--- src/rtl/csio_pkg.sv ---
package csio_pkg;
  localparam int CSIO_DATA_W = 8;
  localparam int CSIO_IDX_W  = $clog2(CSIO_DATA_W);

  typedef enum logic [1:0] {
    FJ_BASE = 2'd0,
    FJ_DIV8 = 2'd1,
    FJ_POW2 = 2'd2,
    FJ_RSVD = 2'd3
  } fj_sel_e;

  // wire order -> storage position
  function automatic logic [CSIO_IDX_W-1:0] bit_pos(input logic [CSIO_IDX_W-1:0] idx,
                                                    input logic msb_first);
    bit_pos = msb_first ? CSIO_IDX_W'(CSIO_DATA_W - 1) - idx : idx;
  endfunction
endpackage

--- src/rtl/csio_clkgen.sv ---
module csio_clkgen
  import csio_pkg::*;
#(
  parameter int BRG_W  = 8,
  parameter int PRE_W  = 4,
  parameter int SYNC_N = 2
) (
  input  logic             clk,
  input  logic             rst_n,
  input  logic             master,
  input  logic             pol,
  input  logic [1:0]       fj_sel,
  input  logic [PRE_W-1:0] pre_n,
  input  logic [BRG_W-1:0] brg,
  input  logic             active,
  input  logic             sck_in,
  output logic             sck_out,
  output logic             drive_ev,
  output logic             samp_ev
);
  localparam int PCNT_W = (1 << PRE_W) - 1;

  function automatic logic fj_hit(input logic [PCNT_W-1:0] cnt, input logic [1:0] sel,
                                  input logic [PRE_W-1:0] n);
    logic [PCNT_W-1:0] mask;
    mask = (PCNT_W'(1) << n) - PCNT_W'(1);
    case (fj_sel_e'(sel))
      FJ_DIV8: fj_hit = &cnt[2:0];
      FJ_POW2: fj_hit = &(cnt | ~mask);
      default: fj_hit = 1'b1;
    endcase
  endfunction

  logic [PCNT_W-1:0] pcnt;
  logic [BRG_W-1:0]  brg_cnt;
  logic              fj_tick, half_ev, idle_lvl, sck_q;
  logic              m_drive, m_samp, s_drive, s_samp, s_cur, s_prev;

  assign idle_lvl = ~pol;
  assign fj_tick  = fj_hit(pcnt, fj_sel, pre_n);
  assign half_ev  = active && fj_tick && (brg_cnt == '0);

  always_ff @(posedge clk or negedge rst_n) begin
    if (!rst_n) begin
      pcnt    <= '0;
      brg_cnt <= '0;
      sck_q   <= 1'b1;
    end else begin
      pcnt <= pcnt + PCNT_W'(1);
      if (!active) begin
        brg_cnt <= brg;
        sck_q   <= idle_lvl;
      end else begin
        if (fj_tick) brg_cnt <= (brg_cnt == '0) ? brg : brg_cnt - BRG_W'(1);
        if (half_ev) sck_q <= ~sck_q;
      end
    end
  end

  assign m_drive = half_ev && (sck_q == idle_lvl);
  assign m_samp  = half_ev && (sck_q != idle_lvl);

  generate
    if (SYNC_N <= 1) begin : g_sync1
      logic sq;
      always_ff @(posedge clk or negedge rst_n) begin
        if (!rst_n) sq <= 1'b1;
        else        sq <= sck_in;
      end
      assign s_cur = sq;
    end else begin : g_syncn
      logic [SYNC_N-1:0] chain;
      always_ff @(posedge clk or negedge rst_n) begin
        if (!rst_n) chain <= '1;
        else        chain <= {chain[SYNC_N-2:0], sck_in};
      end
      assign s_cur = chain[SYNC_N-1];
    end
  endgenerate

  always_ff @(posedge clk or negedge rst_n) begin
    if (!rst_n) s_prev <= 1'b1;
    else        s_prev <= s_cur;
  end

  assign s_drive = active && (s_prev == idle_lvl) && (s_cur != idle_lvl);
  assign s_samp  = active && (s_prev != idle_lvl) && (s_cur == idle_lvl);

  assign drive_ev = master ? m_drive : s_drive;
  assign samp_ev  = master ? m_samp  : s_samp;
  assign sck_out  = (master && active) ? sck_q : idle_lvl;

  AST_EDGE_EXCL: assert property (@(posedge clk) disable iff (!rst_n)
    !(drive_ev && samp_ev));
  AST_SCK_ON_TICK: assert property (@(posedge clk) disable iff (!rst_n)
    (master && active && $past(master && active) && !$past(half_ev)) |-> $stable(sck_q));
endmodule

--- src/rtl/csio_tx.sv ---
module csio_tx
  import csio_pkg::*;
(
  input  logic                  clk,
  input  logic                  rst_n,
  input  logic                  tx_wr,
  input  logic [CSIO_DATA_W-1:0] tx_data,
  input  logic                  tx_en,
  input  logic                  cts_en,
  input  logic                  cts_n,
  input  logic                  msb_first,
  input  logic                  invert,
  input  logic                  tirq_sel,
  input  logic                  drive_ev,
  input  logic                  samp_ev,
  output logic                  tx_empty,
  output logic                  active,
  output logic [CSIO_IDX_W-1:0] smp_idx,
  output logic                  sdo,
  output logic                  tx_irq
);
  logic [CSIO_DATA_W-1:0] hold_q, shreg;
  logic [CSIO_IDX_W-1:0]  drv_idx;
  logic                   start_ev, last_ev, next_bit;

  assign start_ev = !active && tx_en && !tx_empty && (!cts_en || !cts_n);
  assign last_ev  = active && samp_ev && (smp_idx == CSIO_IDX_W'(CSIO_DATA_W - 1));
  assign next_bit = shreg[bit_pos(drv_idx, msb_first)] ^ invert;

  always_ff @(posedge clk or negedge rst_n) begin
    if (!rst_n) begin
      hold_q   <= '0;
      tx_empty <= 1'b1;
      shreg    <= '0;
      active   <= 1'b0;
      drv_idx  <= '0;
      smp_idx  <= '0;
      sdo      <= 1'b1;
      tx_irq   <= 1'b0;
    end else begin
      if (tx_wr) begin
        hold_q   <= tx_data;
        tx_empty <= 1'b0;
      end else if (start_ev) begin
        tx_empty <= 1'b1;
      end
      if (start_ev) begin
        shreg   <= hold_q;
        active  <= 1'b1;
        drv_idx <= '0;
        smp_idx <= '0;
      end else if (active) begin
        if (drive_ev) begin
          sdo     <= next_bit;
          drv_idx <= drv_idx + CSIO_IDX_W'(1);
        end
        if (samp_ev) begin
          smp_idx <= smp_idx + CSIO_IDX_W'(1);
          if (last_ev) active <= 1'b0;
        end
      end
      tx_irq <= (start_ev && !tirq_sel) || (last_ev && tirq_sel);
    end
  end

  AST_TXIRQ_LOAD: assert property (@(posedge clk) disable iff (!rst_n)
    (tx_irq && !tirq_sel && !$past(tx_wr)) |-> tx_empty);
  AST_DRIVE_FIRST: assert property (@(posedge clk) disable iff (!rst_n)
    (active && samp_ev) |-> (drv_idx == smp_idx + CSIO_IDX_W'(1)));
  AST_TXIRQ_PULSE: assert property (@(posedge clk) disable iff (!rst_n)
    tx_irq |=> !tx_irq);
endmodule

--- src/rtl/csio_rx.sv ---
module csio_rx
  import csio_pkg::*;
(
  input  logic                   clk,
  input  logic                   rst_n,
  input  logic                   rx_en,
  input  logic                   tx_en,
  input  logic                   active,
  input  logic                   samp_ev,
  input  logic [CSIO_IDX_W-1:0]  smp_idx,
  input  logic                   msb_first,
  input  logic                   invert,
  input  logic                   sdi,
  input  logic                   rx_rd,
  input  logic                   rts_en,
  output logic [CSIO_DATA_W-1:0] rx_data,
  output logic                   rx_full,
  output logic                   overrun,
  output logic                   rx_irq,
  output logic                   rts_n
);
  localparam logic [CSIO_IDX_W-1:0] OVR_IDX  = CSIO_IDX_W'(CSIO_DATA_W - 2);
  localparam logic [CSIO_IDX_W-1:0] LAST_IDX = CSIO_IDX_W'(CSIO_DATA_W - 1);

  logic [CSIO_DATA_W-1:0] shreg, asm_next;
  logic                   take, ovr_pend, ovr_hit, done_ev;

  assign take    = rx_en && tx_en && active && samp_ev;
  assign ovr_hit = take && (smp_idx == OVR_IDX) && rx_full;
  assign done_ev = take && (smp_idx == LAST_IDX);

  always_comb begin
    asm_next = shreg;
    asm_next[bit_pos(smp_idx, msb_first)] = sdi ^ invert;
  end

  always_ff @(posedge clk or negedge rst_n) begin
    if (!rst_n) begin
      shreg    <= '0;
      rx_data  <= '0;
      rx_full  <= 1'b0;
      overrun  <= 1'b0;
      ovr_pend <= 1'b0;
      rx_irq   <= 1'b0;
    end else begin
      rx_irq <= 1'b0;
      if (take) shreg <= asm_next;
      if (take && smp_idx == '0) ovr_pend <= 1'b0;
      else if (ovr_hit)         ovr_pend <= 1'b1;
      if (!rx_en)       overrun <= 1'b0;
      else if (ovr_hit) overrun <= 1'b1;
      if (done_ev) begin
        rx_data <= asm_next;
        if (!ovr_pend) begin
          rx_full <= 1'b1;
          rx_irq  <= 1'b1;
        end
      end else if (rx_rd) begin
        rx_full <= 1'b0;
      end
    end
  end

  assign rts_n = rts_en ? !(rx_en && !rx_full) : 1'b1;

  AST_RXIRQ_FULL: assert property (@(posedge clk) disable iff (!rst_n)
    rx_irq |-> rx_full);
  AST_OVR_NO_IRQ: assert property (@(posedge clk) disable iff (!rst_n)
    (done_ev && ovr_pend) |=> !rx_irq);
  AST_OVR_CLEAR: assert property (@(posedge clk) disable iff (!rst_n)
    !rx_en |=> !overrun);
  AST_RX_GATE: assert property (@(posedge clk) disable iff (!rst_n)
    (!rx_en || !tx_en) |=> !rx_irq);
  AST_RTS_BUSY: assert property (@(posedge clk) disable iff (!rst_n)
    (rts_en && rx_full) |-> rts_n);
endmodule

--- src/rtl/csio_top.sv ---
module csio_top
  import csio_pkg::*;
#(
  parameter int BRG_W  = 8,
  parameter int PRE_W  = 4,
  parameter int SYNC_N = 2
) (
  input  logic                   clk,
  input  logic                   rst_n,
  input  logic                   master,
  input  logic                   pol,
  input  logic                   msb_first,
  input  logic                   invert,
  input  logic                   tirq_sel,
  input  logic                   cts_en,
  input  logic                   rts_en,
  input  logic                   tx_en,
  input  logic                   rx_en,
  input  logic [1:0]             fj_sel,
  input  logic [PRE_W-1:0]       pre_n,
  input  logic [BRG_W-1:0]       brg,
  input  logic                   tx_wr,
  input  logic [CSIO_DATA_W-1:0] tx_data,
  input  logic                   rx_rd,
  output logic [CSIO_DATA_W-1:0] rx_data,
  output logic                   tx_empty,
  output logic                   rx_full,
  output logic                   overrun,
  output logic                   tx_irq,
  output logic                   rx_irq,
  input  logic                   sck_in,
  output logic                   sck_out,
  output logic                   sck_oe,
  output logic                   sdo,
  input  logic                   sdi,
  input  logic                   cts_n,
  output logic                   rts_n
);
  logic                  active, drive_ev, samp_ev;
  logic [CSIO_IDX_W-1:0] smp_idx;

  csio_clkgen #(.BRG_W(BRG_W), .PRE_W(PRE_W), .SYNC_N(SYNC_N)) u_clk (
    .clk(clk), .rst_n(rst_n), .master(master), .pol(pol), .fj_sel(fj_sel),
    .pre_n(pre_n), .brg(brg), .active(active), .sck_in(sck_in),
    .sck_out(sck_out), .drive_ev(drive_ev), .samp_ev(samp_ev)
  );

  csio_tx u_tx (
    .clk(clk), .rst_n(rst_n), .tx_wr(tx_wr), .tx_data(tx_data), .tx_en(tx_en),
    .cts_en(cts_en), .cts_n(cts_n), .msb_first(msb_first), .invert(invert),
    .tirq_sel(tirq_sel), .drive_ev(drive_ev), .samp_ev(samp_ev),
    .tx_empty(tx_empty), .active(active), .smp_idx(smp_idx), .sdo(sdo), .tx_irq(tx_irq)
  );

  csio_rx u_rx (
    .clk(clk), .rst_n(rst_n), .rx_en(rx_en), .tx_en(tx_en), .active(active),
    .samp_ev(samp_ev), .smp_idx(smp_idx), .msb_first(msb_first), .invert(invert),
    .sdi(sdi), .rx_rd(rx_rd), .rts_en(rts_en), .rx_data(rx_data), .rx_full(rx_full),
    .overrun(overrun), .rx_irq(rx_irq), .rts_n(rts_n)
  );

  assign sck_oe = master;

  AST_SLAVE_NO_OE: assert property (@(posedge clk) disable iff (!rst_n)
    !master |-> !sck_oe);
endmodule

--- config.mk ---
export PLATFORM = sky130hd
export DESIGN_NAME = csio_top
export DESIGN_NICKNAME = d
export VERILOG_FILES = /design/src/rtl/csio_pkg.sv /design/src/rtl/csio_clkgen.sv /design/src/rtl/csio_tx.sv /design/src/rtl/csio_rx.sv /design/src/rtl/csio_top.sv
export SDC_FILE = /design/constraint.sdc
export NUM_CORES = 1
export LEC_CHECK = 0
export ABC_CLOCK_PERIOD_IN_PS = 3650
export CORE_MARGIN = 5
export CORE_UTILIZATION = 50
export CTS_CLUSTER_DIAMETER = 150
export DETAILED_ROUTE_END_ITERATION = 10
export MAX_ROUTING_LAYER = met4
export PLACE_DENSITY_LB_ADDON = 0.08
export SLEW_MARGIN = 20
export SYNTH_ARGS = -nofsm -noshare
export SYNTH_HDL_FRONTEND = slang
export SYNTH_SLANG_ARGS = --single-unit
--- constraint.sdc ---
create_clock -name clk -period 3.65 [get_ports clk]
set_input_delay 1.095 -clock clk [delete_from_list [all_inputs] [get_ports clk]]
set_output_delay 1.095 -clock clk [all_outputs]
set_load 0.005 [all_outputs]
; Word level (Yosys, flattened, before mapping)
; Index checks and enable logic that the tools add are counted.
[totals]
out_inout_bits = 17
elab_cells = 136
reg_bits = 73
[op_classes]
reduce_logical = 48
muxes = 37
shift = 1
n_eq_ne = 14
order_cmp = 3
n_bitwise = 7
n_addsub = 7
[ops]
columns = cell, n
row1 = logical AND 1 bit, 25
row2 = two-way mux 3 bit, 8
row3 = two-way mux 8 bit, 3
row4 = two-way mux 1 bit, 22
row5 = adder 15 x 1 -> 15 bit (second input constant), 1
row6 = inverter 15 bit, 1
row7 = OR 15 bit, 1
row8 = AND reduction 15 bit, 1
row9 = left shift 1 x 4 -> 15 bit (first input constant), 1
row10 = subtractor 15 x 2 -> 15 bit (second input constant), 1
row11 = nonzero test 2 bit, 6
row12 = bitwise mux 8 bit, 1
row13 = zero test 8 bit, 1
row14 = < comparator 3 x 4 -> 1 bit (second input constant), 2
row15 = subtractor 8 x 1 -> 8 bit (second input constant), 1
row16 = zero test 1 bit, 7
row17 = adder 3 x 1 -> 3 bit (second input constant), 2
row18 = == test 3 bit (second input constant), 2
row19 = inequality test 2 bit (second input constant), 3
row20 = AND reduction 2 bit, 3
row21 = AND reduction 3 bit, 2
row22 = subtractor 3 bit (first input constant), 2
row23 = binary-select mux 1 bit (select 3 bit), 1
row24 = demux 1 bit (select 3 bit), 1
row25 = 11 further kinds, 19

; Logic depth before layout (Yosys ltp)
; Gate-level depths: netlist of the first run.
[depth]
depth_word = 16
depth_mapped = 12
depth_no_buf = 10

; Hierarchy
; From an unflattened synthesis of the first run, not the netlist that was laid out.
[hier_totals]
cells_unflattened = 405
area_unflattened_um2 = 4204.0
[modules_own_cells]
columns = mod, seq_area_each_um2, area_each_um2, cells_per_inst, instances
row1 = csio_clkgen, 680.7, 1724.2, 185, 1
row2 = csio_tx, 653.1, 1283.7, 108, 1
row3 = csio_rx, 500.5, 1188.6, 111, 1
row4 = csio_top, 0.0, 7.5, 1, 1

; Worst setup path after synthesis of the first run
; Ideal clock, no wire load.
[synth_timing]
kind = input to register
from = input port pre_n[3]
to = register u_rx.rx_data[0]
arrival_ns = 3.853
required_ns = 3.525
slack_ns = -0.328
setup_ns = 0.125
stages = 11
cell_sequence = buf_4 or4_2 ha_1 buf_2 or4b_2 o22ai_1 nor4b_2 nand4_2 o31ai_4 nand3_4 mux2_4
[synth_between]
elab_chain_len = 12
[synth_rtl]
columns = element, line
row1 = "start, declared", csio_top.sv:20  ; input logic [PRE_W-1:0] pre_n,
row2 = left shift 1 x 4 -> 15 bit, csio_clkgen.sv:26  ; mask = (PCNT_W'(1) << n) - PCNT_W'(1);
row3 = subtractor 15 x 2 -> 15 bit, csio_clkgen.sv:26
row4 = inverter 15 bit, csio_clkgen.sv:29  ; FJ_POW2: fj_hit = &(cnt | ~mask);
row5 = OR 15 bit, csio_clkgen.sv:29
row6 = AND reduction 15 bit, csio_clkgen.sv:29
row7 = case mux 1 bit (2 select lines), csio_clkgen.sv:27  ; case (fj_sel_e'(sel))
row8 = logical AND 1 bit (2 in series), csio_clkgen.sv:41  ; assign half_ev = active && fj_tick && (brg_cnt == '0);
row9 = logical AND 1 bit, csio_clkgen.sv:61  ; assign m_samp = half_ev && (sck_q != idle_lvl);
row10 = two-way mux 1 bit, csio_clkgen.sv:90  ; assign samp_ev = master ? m_samp : s_samp;
row11 = logical AND 1 bit, csio_rx.sv:28  ; assign take = rx_en && tx_en && active && samp_ev;
row12 = logical AND 1 bit, csio_rx.sv:30  ; assign done_ev = take && (smp_idx == LAST_IDX);
row13 = "end signal, assigned", csio_rx.sv:53  ; rx_data <= asm_next;
row14 = "end, declared", csio_rx.sv:16  ; output logic [CSIO_DATA_W-1:0] rx_data,
; Every way passes these cells.
; A chain may end at the register's enable or synchronous reset.

; Final worst setup path of the first run
[layout_timing]
from = input port pre_n[2]
to = register u_rx.shreg[0]
[layout_between]
elab_chain_len = 11
[layout_rtl]
columns = element, line
row1 = left shift 1 x 4 -> 15 bit, csio_clkgen.sv:26
row2 = subtractor 15 x 2 -> 15 bit, csio_clkgen.sv:26
row3 = inverter 15 bit, csio_clkgen.sv:29
row4 = OR 15 bit, csio_clkgen.sv:29
row5 = AND reduction 15 bit, csio_clkgen.sv:29
row6 = case mux 1 bit (2 select lines), csio_clkgen.sv:27
row7 = logical AND 1 bit (2 in series), csio_clkgen.sv:41
row8 = logical AND 1 bit, csio_clkgen.sv:61
row9 = two-way mux 1 bit, csio_clkgen.sv:90
row10 = logical AND 1 bit, csio_rx.sv:28
row11 = "end signal, assigned", csio_rx.sv:47  ; if (take) shreg <= asm_next;
row12 = "end, declared", csio_rx.sv:25  ; logic [CSIO_DATA_W-1:0] shreg, asm_next;
; Every way passes these cells.

==> results.md, run 1 <==
• 1.00 — Async S/R FF share, synth
• 0.298 — Slew headroom
• 8220 um2 — area inside the core boundary
• 15.6 um — routed len/inst
• 4400 um — met2 layer wire length in the routed design
• met4 — top routing layer used
• input pin — startpoint type of the worst setup path
• 3.13 mW — final total power
• 286 MHz — maximum clock rate
• 1.05 ns — Tightest Pin Transition
• 0.00883 ns — post-route clock skew
• 587 — placed insts
• clkbuf_8 — CTS Root Cell
• dfrtp_1, mux2_2, a21oi_1, dfstp_2, ha_1 — Synth area leaders
• 2 — maximum buffer depth of the clock tree
• 0 — aggregate global routing overflow
• 3.49 ns — time the final worst path needs with I/O delays and setup
• 15900 um — global-route wire length before repair
• completed — result of the run
• 2.33 nW — Leak
• 25.3% — area growth from synthesis to layout
• 110 — iteration-0 DRC count of the detailed router
• dfrtp_1 — library cell with the highest instance count after synthesis
• -0.503 ns — minimum setup slack after placement
• 3.74 ns — data arrival time of the worst path
• 0.200 — proportion of layout cells with a drive suffix above 1
• 5.76 — detailed-route vias per instance
• 0.0994 — proportion of synthesized area in mux cells
• dfrtp_1 — Synth area leader
• 33 — floorplan row count
• 0.512 — Starting Density
• 0 — final max-slew violation count
• 65 — post-synthesis cell type count
• 73 — clk sink count
• 4400 um — routed length on met1
• 55 — number of ports placed on the die boundary
• dfrtp_1 — flip-flop cell with the highest count after synthesis
• 0.0354 — xor and xnor area share after synthesis
• 0.36 ns — Skew-Pair Late Insertion Delay
• 0 — Final setup viols
• 73 — flip-flop and latch count after synthesis
• 0.157 ns — worst setup margin
• 447 um — total met3 wirelength after detailed routing
• 0 — number of antenna violations at the first check in global routing
• 594 nW/um2 — total power density per cell area
• 605 — non-filler cells, final
• simple AND/OR/NAND/NOR gates — combinational family with the most area after synthesis
• yes — TritonCTS clock tree
• 0.0357 — adder-cell area share of the yosys netlist
• 0 — detailed-route DRC error count
• dfrtp_1, nand2_1, a21oi_1 — ranking of synthesized cells by instance count
• 0.159 — complex-gate fraction of the synthesized area
• no — setup repair after global routing missed its margin
• 3433 — vias in the first global route
• 0.201 — overall global routing resource usage
• in -> reg — Worst Setup Path Type
• 3485 — via count of the routed design
• 9 — Num CTS Buffers
• 102 um — die span in x
• reg -> reg — class of the tightest hold or removal check
• 0.436 — sequential cell area fraction in the yosys report
• 1.17 ns — R2R Setup Slk
• 0.08 ns — clock input transition at the sequential cells of the worst setup and hold paths
• 0.833 — last weighted congestion value of the routability-driven placer
• 4 — detailed-routing iteration count for the pre-antenna-repair pass
• 431 — cells after synthesis
• 3.90 ns — data required time of the worst path
• 0.957 — Tcrit/Tclk final
• 0.418 mV — maximum VDD drop
• 10300 um2 — DIE AREA
• 0 — number of max-capacitance violations reported
• 545 — number of nets at the end of the flow
• 481 — number of nets in the synthesized netlist
• 4210 um2 — mapped cell area
• 9420 um — final wirelength
• 54 — number of I/O port buffers
• 0 — final hold violations
• 0 — number of enable flip-flop cells after synthesis
• 0 ns — setup TNS after final layout
• 6760 um — placed wire-length estimate after detailed placement
• 102 um — Die Ht
• 3 — Clock H-tree levels
• 7 — critical-path maximum fanout
• 9.76 um2 — mean post-synth cell area
• 0.641 — utilization after layout
• 0 — Yosys Warn Count
• 0.399 — area share of the largest cell type after synthesis
• 0 — antenna-violating nets left
• flop — CP endpoint kind
• 74 — maximum number of pins on one net before global-route repair
• 0.191 — simple-gate portion of the synthesized area
• 0 — # diodes
==> layer usage <==
layer | vias to the layer above | track usage
met5 | - | -
met4 | 0 | 0.0757
met3 | 18 | 0.0420
met2 | 96 | 0.310
met1 | 1672 | 0.260
li1 | 1699 | -
==> logic make-up after synthesis <==
logic type / after synthesis
AND/OR/NAND/NOR: 143
XOR/XNOR: 17
adder cells (fa/ha/maj): 12
multiplexers: 37
buffers and inverters: 44
flip-flops: 73
AO/OA/AOI/OAI: 105
==> layout by cell type, fill, tap and decap left out, types with 3 or more instances in the layout <==
cell	count
mux2_2	16
xor2_1	6
dfrtp_1	67
a211oi_1	3
nand2_1	38
o221ai_1	3
nor2_1	19
a211oi_2	4
or2_2	3
xnor2_1	11
ha_1	11
mux2_4	9
nand3_1	21
nand3_2	3
clkdlybuf4s50_1	49
o211ai_1	3
clkinvlp_4	3
a21oi_1	33
a21o_1	6
o22ai_1	13
nand3b_1	5
o21ai_0	21
nand2b_1	5
mux2i_1	11
dfstp_2	6
nand4_1	10
clkbuf_8	9
nor2b_1	5
inv_1	19
or3_1	4
nor3_1	9
buf_4	21
==> state kept, by name, summed over array words and instances (netlist names), 2 cells and up <==
signal and count:
u_clk.brg_cnt 8, u_clk.g_syncn.chain 2, u_clk.pcnt 15, u_rx.rx_data 8
u_rx.shreg 8, u_tx.drv_idx 3, u_tx.hold_q 8, u_tx.shreg 8
u_tx.smp_idx 3
==> metrics by stage <==
step / cell area (um2) / hold WS (ns)
2_1_floorplan: 4300 / 0.345
3_3_place_gp: 5010 / 0.346
3_5_place_dp: 5010 / 0.348
4_1_cts: 5240 / 0.359
5_1_grt: 5270 / 0.370
6_report: 5270 / 0.360
==> final timing paths <==
kind                                              from                      to  depth (start not counted)
min in group asynchronous                        rst_n          u_clk.pcnt[14]                          1
max in group asynchronous                        rst_n        u_clk.brg_cnt[5]                          1
worst max-delay path                          pre_n[2]           u_rx.shreg[0]                         11
worst max register to register         u_tx.smp_idx[1]         u_rx.rx_data[5]                          7
worst min register to register  u_clk.g_syncn.chain[0]  u_clk.g_syncn.chain[1]                          0
worst min-delay path            u_clk.g_syncn.chain[0]  u_clk.g_syncn.chain[1]                          0
==> report_power, final <==
group          switching [mW]  leakage, nW  internal, mW  total [mW]
logic                   0.616         1.33         0.599        1.22
registers               0.257        0.905          1.02        1.28
clock network           0.318       0.0912         0.314       0.631
total                    1.19         2.33          1.94        3.13
==> cell type report <==
class	instances	area (um2)
fill	683	2950
multi-input combinational	315	2310
timing repair buffer	77	728
inverter	19	71.3
clock inverter	7	71.3
tap	105	131
sequential	73	1830
clock buffer	9	124
==> worst max-delay path, cell delays in order <==
cell and delay (ns):
dlygate4sd2_1 0.24, or4_4 0.49, ha_4 0.27, o21ai_1 0.05, a311oi_1 0.23, nor4b_4 0.29, nand4_4 0.15, o31ai_4 0.35
buf_6 0.17, nand2_8 0.08, mux2_4 0.32
==> repair_timing <==
action	4_1_cts	5_1_grt
hold buffers	0	0
resized for setup	9	7
setup endpoints to repair	20	20
gates cloned	1	0
setup buffers	1	0
pin swaps	7	5
Power figures use the tool's default switching activity.
==> inputs of run 2 (changes only) <==
--- a/config.mk
+++ b/config.mk
@@ -10,6 +10,8 @@
 export CORE_UTILIZATION = 50
 export CTS_CLUSTER_DIAMETER = 150
 export DETAILED_ROUTE_END_ITERATION = 10
+export GPL_ROUTABILITY_DRIVEN = 0
+export GPL_TIMING_DRIVEN = 1
 export MAX_ROUTING_LAYER = met4
 export PLACE_DENSITY_LB_ADDON = 0.08
 export SLEW_MARGIN = 20
==> run 2 against run 1 <==
  * Sequential share of layout area is 0.43 points lower
  * Count of clock-buffer cells in the layout is 3 higher
  * Core utilization is 0.81 points higher
  * Sequential power hardly changed
  * Power is 6.1% higher
  * Register-to-register slack worse by 0.07 ns
  * First-iteration DRC count is 16% higher
  * Critical path depth stayed put
  * Highest routed layer unchanged
==> results.md, run 2 (synthesis results as in run 1) <==
• 10300 um2 — DIE AREA, unchanged
• 3.80 ns — data arrival time of the worst path, +0.06 ns
• 0.198 — proportion of layout cells with a drive suffix above 1, -0.00240
• 3503 — vias in the first global route, +2.0%
• reg -> reg — class of the tightest hold or removal check
• 8220 um2 — area inside the core boundary, unchanged
• 0 — antenna-violating nets left, unchanged
• 73 — clk sink count, unchanged
• 33 — floorplan row count, unchanged
• 0 — detailed-route DRC error count, unchanged
• 0 — # diodes, unchanged
• 0.204 — overall global routing resource usage, +0.00296
• 587 — placed insts, unchanged
• 55 — number of ports placed on the die boundary, unchanged
• 6670 um — placed wire-length estimate after detailed placement, -1.3%
• dfrtp_1 — most common cell after layout, fill and taps aside
• 622 nW/um2 — total power density per cell area, +4.7%
• 5.83 — detailed-route vias per instance, +1.2%
• 3532 — via count of the routed design, +1.3%
• flop — CP endpoint kind
• 0 — final max-slew violation count, unchanged
• 281 MHz — maximum clock rate, -1.9%
• 0.08 ns — clock input transition at the sequential cells of the worst setup and hold paths, about the same
• 0 — number of max-capacitance violations reported, unchanged
• u_clk.pcnt — largest register by flop count
• 0.35 ns — Skew-Pair Late Insertion Delay, about the same
• 1830 um2 — storage element area, unchanged
• 26.8% — area growth from synthesis to layout
• 7 — critical-path maximum fanout, unchanged
• 102 um — Die Ht, unchanged
• 5 — detailed-routing iteration count for the pre-antenna-repair pass, +1
• clkbuf_8 — CTS Root Cell
• 2 — maximum buffer depth of the clock tree, unchanged
• or4_4 — standard cell with the maximum stage delay on the critical path
• 16100 um — global-route wire length before repair, +1.2%
• yes — TritonCTS clock tree
• 0.399 — Slew headroom, +0.101
• no — setup repair after global routing missed its margin
• 54 — number of I/O port buffers, unchanged
• 0.975 — Tcrit/Tclk final, +0.0183
• 9 — Num CTS Buffers, unchanged
• 102 um — die span in x, unchanged
• 2300 um2 — area taken by multi-input logic gates, -0.38%
• 546 — number of nets at the end of the flow, +0.18%
• 5330 um2 — final non-filler cell area, +1.3%
• 0 — aggregate global routing overflow, unchanged
• 3 — Clock H-tree levels, unchanged
• 0.0112 ns — post-route clock skew, +0.00240 ns
• 9420 um — final wirelength, about the same
• completed — result of the run
• 3.56 ns — time the final worst path needs with I/O delays and setup, +0.0670 ns
• input pin — startpoint type of the worst setup path
• 15.5 um — routed len/inst, -0.23%
• dfrtp_1, clkdlybuf4s50_1, nand2_1 — most frequent cells in the layout
• 74 — maximum number of pins on one net before global-route repair, unchanged
• 0 — final hold violations, unchanged
• 0 — Final setup viols, unchanged
• in -> reg — Worst Setup Path Type
• 5010 um2 — Cell Area, Placed, unchanged
• 677 — Fillers, -0.88%
• 0.512 — Starting Density, unchanged
• 0.902 ns — Tightest Pin Transition, -0.147 ns
• 128 — iteration-0 DRC count of the detailed router, +16%
• 606 — non-filler cells, final, +0.17%
• 0 — CTS Hold Buffers Added, unchanged
• 15 — number of flip-flops under the largest register name, unchanged
• 0.49 ns — highest cell delay on the worst timing path, about the same
• 0.439 mV — maximum VDD drop, +4.9%
• dlygate4sd2_1 > or4_4 > ha_4 > o21ai_1 > a311oi_1 > nor4b_4 > nand4_4 > o31ai_4 > buf_6 > nand2_8 > mux2_4 — crit path cell chain
• 3.89 ns — data required time of the worst path, about the same
• 2.37 nW — Leak, +1.7%
• 0.360 ns — Min Hold Slack, +0.0000280 ns
• 0 — number of antenna violations at the first check in global routing, unchanged
-- run 2: through the flow --
step	power (mW)	utilization	setup TNS, ns	setup slack [ns]
global route	3.57	0.649	0	0.00591
global placement	2.43	0.610	-12.35	-0.417
floorplan	2.10	-	-0.884	-0.0997
finish	3.32	0.649	0	0.0903
detailed placement	2.49	0.610	-16.10	-0.537
CTS	3.32	0.647	0	0.0397
-- run 2: final timing paths --
path | end | startpoint | cells after the start | slack (ns)
worst max-delay path | u_rx.shreg[1] | pre_n[3] | 11 | 0.09
worst min-delay path | u_clk.g_syncn.chain[1] | u_clk.g_syncn.chain[0] | 0 | 0.36
worst max register to register | u_rx.rx_data[5] | u_tx.smp_idx[1] | 7 | 1.10
worst min register to register | u_clk.g_syncn.chain[1] | u_clk.g_syncn.chain[0] | 0 | 0.36
max in group asynchronous | u_clk.pcnt[1] | rst_n | 1 | 2.19
min in group asynchronous | u_clk.pcnt[14] | rst_n | 1 | 0.85
-- run 2: report_power, final --
group	internal, mW	switching (mW)	total (mW)	leakage, nW
Combinational	0.604	0.616	1.22	1.34
Clock	0.510	0.304	0.814	0.129
Sequential	1.02	0.260	1.28	0.905
-- run 2: what timing repair did --
item / 4_1_cts / 5_1_grt
buffers inserted: 2 / 0
cloned: 1 / 0
endpoints found under the setup margin: 28 / 15
pin swaps: 7 / 3
resized for setup: 11 / 2
-- run 2: worst max-delay path, delay by kind of cell --
family	cells	cell delay (ns)
simple gates	4	1.03
compound gates	3	0.66
buf+inv	2	0.41
mux	1	0.33
fa+ha+maj	1	0.27
-- run 2: cell type report --
class,instances,share of cell area
Inverter,19,0.0134
Clock buffer,12,0.0310
Clock inverter,4,0.0183
Timing Repair Buffer,78,0.138
Multi-Input combinational cell,315,0.431
Sequential cell,73,0.344
Tap cell,105,0.0246
-- run 2: routing by layer --
metal,vias to the layer above,GRT usage,share of wire
met5,-,-,0
met4,0,0.0890,0.027
met3,25,0.0510,0.056
met2,121,0.302,0.47
met1,1688,0.264,0.45
li1,1698,-,-
==> inputs of run 3 (changes only) <==
--- a/config.mk
+++ b/config.mk
@@ -8,6 +8,7 @@
 export ABC_CLOCK_PERIOD_IN_PS = 3650
 export CORE_MARGIN = 5
 export CORE_UTILIZATION = 50
+export CTS_BUF_LIST = sky130_fd_sc_hd__clkbuf_4 sky130_fd_sc_hd__clkbuf_8
 export CTS_CLUSTER_DIAMETER = 150
 export DETAILED_ROUTE_END_ITERATION = 10
 export GPL_ROUTABILITY_DRIVEN = 0
==> results of run 3 <==
Final layout, timing and power as in run 2 (identical DEF).
